## config.mk

```make
export PLATFORM = sky130hd
export DESIGN_NAME = dly_preset_seq
export DESIGN_NICKNAME = d
export VERILOG_FILES = /design/src/rtl/dlyseq_pkg.sv /design/src/rtl/dlyseq_timer.sv /design/src/rtl/dlyseq_decode.sv /design/src/rtl/dly_preset_seq.sv
export SDC_FILE = /design/constraint.sdc
export NUM_CORES = 1
export LEC_CHECK = 0
export ABC_AREA = 0
export BUFFER_PORTS_ARGS = -buffer_cell sky130_fd_sc_hd__buf_2
export CAP_MARGIN = 15
export CORE_MARGIN = 3
export CORE_UTILIZATION = 30
export CTS_CLUSTER_SIZE = 24
export DETAILED_ROUTE_END_ITERATION = 16
export HOLD_SLACK_MARGIN = 0.03
export PLACE_DENSITY = 0.53
export SYNTH_ARGS = -nofsm -noshare
export SYNTH_HDL_FRONTEND = slang
export SYNTH_SLANG_ARGS = --single-unit
```

## constraint.sdc

```tcl
create_clock -name clk -period 2.7 [get_ports clk]
set_input_delay 0.27 -clock clk [delete_from_list [all_inputs] [get_ports clk]]
set_output_delay 0.27 -clock clk [all_outputs]
set_load 0.01 [all_outputs]
```

## src/rtl/dlyseq_pkg.sv

```systemverilog
// Shared types of the delay line preset sequencer.
// Assumes: nothing beyond the standard language.
package dlyseq_pkg;
    typedef enum logic [1:0] {
        PH_IDLE  = 2'd0,
        PH_SETUP = 2'd1,
        PH_PULSE = 2'd2,
        PH_DONE  = 2'd3
    } phase_t;
endpackage

```

## src/rtl/dlyseq_timer.sv

```systemverilog
// Step timer: counts cycles inside the setup or strobe part of a step and
// flags the last cycle of that part.
// Assumes: SETUP_CYC and PULSE_CYC are at least 1; phase changes only on last_o.
module dlyseq_timer
    import dlyseq_pkg::*;
#(
    parameter int SETUP_CYC = 2,
    parameter int PULSE_CYC = 3
) (
    input  logic   clk,
    input  logic   rst_n,
    input  phase_t phase_i,
    output logic   last_o
);
    localparam int MAXC  = (SETUP_CYC > PULSE_CYC) ? SETUP_CYC : PULSE_CYC;
    localparam int CNT_W = (MAXC > 1) ? $clog2(MAXC) : 1;

    logic [CNT_W-1:0] cnt;
    logic [CNT_W-1:0] lim_m1;
    logic             run;

    // Pick the length of the current part of the step.
    always_comb begin
        run    = (phase_i == PH_SETUP) || (phase_i == PH_PULSE);
        lim_m1 = (phase_i == PH_SETUP) ? CNT_W'(SETUP_CYC - 1) : CNT_W'(PULSE_CYC - 1);
        last_o = run && (cnt == lim_m1);
    end

    // Advance the cycle count; restart it at each part boundary.
    always_ff @(posedge clk) begin
        if (!rst_n || !run || last_o) cnt <= '0;
        else                          cnt <= cnt + 1'b1;
    end


    cnt_range_chk: assert property (@(posedge clk) disable iff (!rst_n)
        run |-> (cnt <= lim_m1));
endmodule

```

## src/rtl/dlyseq_decode.sv

```systemverilog
// Output decoder: turns the phase and step index into the code word and the
// one strobe that belongs to the step.
// Assumes: step_i is below N_PATH+2 whenever the phase is setup or pulse.
module dlyseq_decode
    import dlyseq_pkg::*;
#(
    parameter int          N_PATH       = 5,
    parameter int          WORD_W       = 10,
    parameter int          STEP_W       = 3,
    parameter [WORD_W-1:0] MIN_CODE     = '0,
    parameter [WORD_W-1:0] STRETCH_CODE = 10'd27,
    parameter [WORD_W-1:0] MONO_CODE    = 10'd9
) (
    input  phase_t            phase_i,
    input  logic [STEP_W-1:0] step_i,
    output logic [WORD_W-1:0] word_o,
    output logic [N_PATH-1:0] path_stb_o,
    output logic              stretch_stb_o,
    output logic              mono_stb_o
);
    logic active;
    logic pulse;

    // Select the code word of the current step; zero outside a sequence.
    always_comb begin
        active = (phase_i == PH_SETUP) || (phase_i == PH_PULSE);
        pulse  = (phase_i == PH_PULSE);
        if (!active)                          word_o = '0;
        else if (step_i < STEP_W'(N_PATH))    word_o = MIN_CODE;
        else if (step_i == STEP_W'(N_PATH))   word_o = STRETCH_CODE;
        else                                  word_o = MONO_CODE;
        stretch_stb_o = pulse && (step_i == STEP_W'(N_PATH));
        mono_stb_o    = pulse && (step_i == STEP_W'(N_PATH + 1));
    end

    // One strobe per signal-path line, raised only in its own step.
    for (genvar g = 0; g < N_PATH; g++) begin : g_path
        assign path_stb_o[g] = pulse && (step_i == STEP_W'(g));
    end
endmodule

```

## src/rtl/dly_preset_seq.sv

```systemverilog
// Delay line preset sequencer: on a start request, programs every signal-path
// delay line to the minimum code, then the stretcher line, then the monostable
// line, each as a setup part followed by a strobe part, and finally raises a
// sticky done flag.
// Assumes: synchronous active-low reset; SETUP_CYC >= 1 and PULSE_CYC >= 1.
module dly_preset_seq
    import dlyseq_pkg::*;
#(
    parameter int          N_PATH       = 5,
    parameter int          WORD_W       = 10,
    parameter int          SETUP_CYC    = 2,
    parameter int          PULSE_CYC    = 3,
    parameter [WORD_W-1:0] MIN_CODE     = '0,
    parameter [WORD_W-1:0] STRETCH_CODE = 10'd27,
    parameter [WORD_W-1:0] MONO_CODE    = 10'd9
) (
    input  logic              clk,
    input  logic              rst_n,
    input  logic              btn_start,
    input  logic              host_start,
    output logic [WORD_W-1:0] dly_word,
    output logic [N_PATH-1:0] path_stb,
    output logic              stretch_stb,
    output logic              mono_stb,
    output logic              init_done
);
    localparam int N_STEP    = N_PATH + 2;
    localparam int STEP_W    = $clog2(N_STEP);
    localparam int LAST_STEP = N_STEP - 1;

    phase_t            phase;
    logic [STEP_W-1:0] step;
    logic              part_last;
    logic              start_req;

    assign start_req = btn_start || host_start;

    dlyseq_timer #(
        .SETUP_CYC(SETUP_CYC),
        .PULSE_CYC(PULSE_CYC)
    ) i_timer (
        .clk    (clk),
        .rst_n  (rst_n),
        .phase_i(phase),
        .last_o (part_last)
    );

    dlyseq_decode #(
        .N_PATH      (N_PATH),
        .WORD_W      (WORD_W),
        .STEP_W      (STEP_W),
        .MIN_CODE    (MIN_CODE),
        .STRETCH_CODE(STRETCH_CODE),
        .MONO_CODE   (MONO_CODE)
    ) i_decode (
        .phase_i      (phase),
        .step_i       (step),
        .word_o       (dly_word),
        .path_stb_o   (path_stb),
        .stretch_stb_o(stretch_stb),
        .mono_stb_o   (mono_stb)
    );

    // Sequence control: idle, per-step setup and strobe parts, sticky done.
    always_ff @(posedge clk) begin
        if (!rst_n) begin
            phase <= PH_IDLE;
            step  <= '0;
        end else begin
            unique case (phase)
                PH_IDLE: if (start_req) begin
                    phase <= PH_SETUP;
                    step  <= '0;
                end
                PH_SETUP: if (part_last) phase <= PH_PULSE;
                PH_PULSE: if (part_last) begin
                    if (step == STEP_W'(LAST_STEP)) phase <= PH_DONE;
                    else begin
                        phase <= PH_SETUP;
                        step  <= step + 1'b1;
                    end
                end
                PH_DONE: phase <= PH_DONE;
                default: phase <= PH_IDLE;
            endcase
        end
    end

    // Done flag follows the terminal phase.
    assign init_done = (phase == PH_DONE);


    one_strobe_chk: assert property (@(posedge clk) disable iff (!rst_n)
        $onehot0({mono_stb, stretch_stb, path_stb}));


    word_setup_chk: assert property (@(posedge clk) disable iff (!rst_n)
        $rose(|{mono_stb, stretch_stb, path_stb}) |-> $stable(dly_word));


    word_hold_chk: assert property (@(posedge clk) disable iff (!rst_n)
        (|{mono_stb, stretch_stb, path_stb}) |=> ($stable(dly_word) || !(|{mono_stb, stretch_stb, path_stb})));


    done_sticky_chk: assert property (@(posedge clk) disable iff (!rst_n)
        init_done |=> (init_done && dly_word == '0));


    done_quiet_chk: assert property (@(posedge clk) disable iff (!rst_n)
        init_done |-> !(|{mono_stb, stretch_stb, path_stb}));


    start_go_chk: assert property (@(posedge clk) disable iff (!rst_n)
        (phase == PH_IDLE && start_req) |=> (phase == PH_SETUP && step == '0));
endmodule

```

==> impl_metrics.tcl <==
set metrics [dict create \
    hpwl_um 1019 \
    cp.arrival_ps 1720 \
    synth_edf_count 0 \
    wl_um 1177 \
    grt_pass1_wl_um 1794 \
    fmax_mhz 501.3 \
    max-vdd-ir-drop_v 0.0003108 \
    syn_inst 72 \
    ys_seq_area_frac 0.2150 \
    yosysUniqueCellTypes 26 \
    post-route-cell-area_um2 745.7 \
    register_area_um2 140.1 \
    end_kind "primary output" \
    worstPathCellList "inv_1, ha_1, nand2_1, a21oi_1, and2_1, buf_2" \
    drtIter0Drc 7 \
    multi_input_area_um2 447.9 \
    die-area_um2 2768 \
    worstHoldStart "rst_n" \
    cts_hold_buf 0 \
    cts_tree "built" \
    setup_ws_ps 705.1 \
    die_y_um 52.62 \
    drt.antenna.violating_nets 0 \
    min_path_cells 3 \
    grt_pass1_vias 426 \
    cp_max_fo 4 \
    cts-buffers-inserted 3 \
    cts.clk_slew.worst_paths_ps 60 \
    rr_startpoint "phase[1]" \
    synth_top_flop_cell "dfxtp_1" \
    start_util 0.3256 \
    start_kind "register" \
    grt_antenna_before_repair 0 \
    syn_area_um2 651.9 \
    post-route-period-util 0.7389 \
    min_to "step[1]" \
    dpl_cell_area_um2 719.4 \
    die_w_um 52.62 \
    clk_latency_ps 250 \
    rows 16 \
    area_growth_pct 14.40 \
    cap_violations 0 \
    drc 0 \
    yosys_warnings 0 \
    place.gp.congestion 0.7045 \
    slowest_stage "ha_1" \
    post_cts_buffers 0 \
    cts-resized-gates 0 \
    rrSetupSlack_ps 1010 \
    cts_num_sinks 7 \
    critPathKind "reg2out" \
    synth_top_area_share 0.2150 \
    outcome "finished clean" \
    yosys-top-cells-area "dfxtp_1 (21%), ha_1 (19%), buf_4 (9.2%)" \
    drt_pass1_iterations 3 \
    io_pins 22 \
    antenna_cells 0 \
    rsz0062_at_grt "no" \
    worst_path_largest_cell_delay_ps 400 \
    htreeDepth 1 \
    cts_max_path_buffers 2 \
    hold_viol 0 \
    drive_gt1_frac 0.2955 \
    synth-async-reset-ratio 0 \
    grt_start_max_net_pins 10 \
    vias_per_cell 4.287 \
    wire_per_inst_um 10.23 \
    grt_overflow 0 \
    reg2regPathDepth 6 \
    powerDensity_nw_per_um2 724.2 \
    clockRootBuffer "clkbuf_4" \
    final_common_cell "buf_2" \
    yosysTopAreaCell "dfxtp_1" \
    clock_skew_ps 2.121 \
    final_cell_mix "buf_2 (15), ha_1 (10), nand2_1 (8), dfxtp_1 (7)" \
    p_leak_nw 0.3696 \
    slew_violations 0 \
    dp_slack_ps 956.1 \
    ys_seq_elements 7 \
    setup_viol 0 \
    avgSynthCellArea_um2 9.054 \
    fin_tns_setup_ps 0 \
    rr_endpoint "phase[1]" \
    cp.required_ps 2430 \
    core_um2 2002 \
    grt_util_all_layers 0.09166 \
    min-delay-path-class "in2reg" \
    vias 493 \
    period_needed_ps 1995 \
    portBuffers 15 \
    num-fill-cells 220 \
    total_power_w 0.0005401 \
    nNetsFinal 103 \
]
worst max path at each step:
stage	from	to	slack, ps	cells after the start
final	phase[1]	dly_word[4]	710	6
after global routing	phase[0]	dly_word[4]	590	6
after CTS	phase[0]	dly_word[4]	670	6
after detailed placement	phase[0]	dly_word[4]	960	6
after global placement	phase[0]	dly_word[1]	990	6
after floorplan	phase[0]	dly_word[4]	890	6
registers in the layout, summed over array words and instances, names as in the netlist:
register,flops
i_timer.cnt,2
phase,2
step,3
critical path: cells and delay by family, from the launching register on:
| kind | cells | cell delay [ps] |
|---|---|---|
| buffers and inverters | 2 | 250 |
| flip-flops | 1 | 380 |
| adder cells (fa/ha/maj) | 1 | 400 |
| AND/OR/NAND/NOR | 2 | 260 |
| AO/OA/AOI/OAI | 1 | 190 |
logic make-up after synthesis:
family | after synthesis | share of synthesized area
adder cells (fa/ha/maj) | 10 | 0.1919
AO/OA/AOI/OAI | 9 | 0.1305
AND/OR/NAND/NOR | 31 | 0.3301
buffers and inverters | 14 | 0.1267
flip-flops | 7 | 0.2150
other | 1 | 0.005753
synthesized netlist by cell type, drive strengths merged (2+ instances only):
master / count
a21oi: 3
and2: 5
and3: 3
buf: 8
dfxtp: 7
ha: 10
inv: 6
nand2: 8
nand3: 2
nor2: 3
nor2b: 2
nor3: 2
o32ai: 2
through the flow:
stage          utilization  std cells  hold slack (ps)
2_1_floorplan            -         77            418.1
3_3_place_gp        0.3594        111            502.6
3_5_place_dp        0.3594        111            515.1
4_1_cts             0.3725        115            326.9
5_1_grt             0.3725        115            345.1
6_report            0.3725        115            337.0
area by class of cell:
class	count	area share
clock buffer	4	0.03523
inverter	6	0.03020
multi-input combinational	56	0.6007
sequential	7	0.1879
tap	27	0.04530
timing repair buffer	15	0.1007
where the power goes:
part	switching, W	total [W]	internal (W)
logic	0.000147	0.000285	0.000138
registers	0.0000308	0.000158	0.000127
clock network	0.0000408	0.0000973	0.0000565
total	0.000219	0.000540	0.000321
metal layers:
metal | vias up | wire length (um) | global-route usage
met5 | - | 0 | 0
met3 | 0 | 80 | 0.01709
met1 | 214 | 585 | 0.1119
met2 | 17 | 511 | 0.1426
met4 | 0 | 0 | 0.06383
li1 | 262 | - | -
Power figures use the tool's default switching activity.
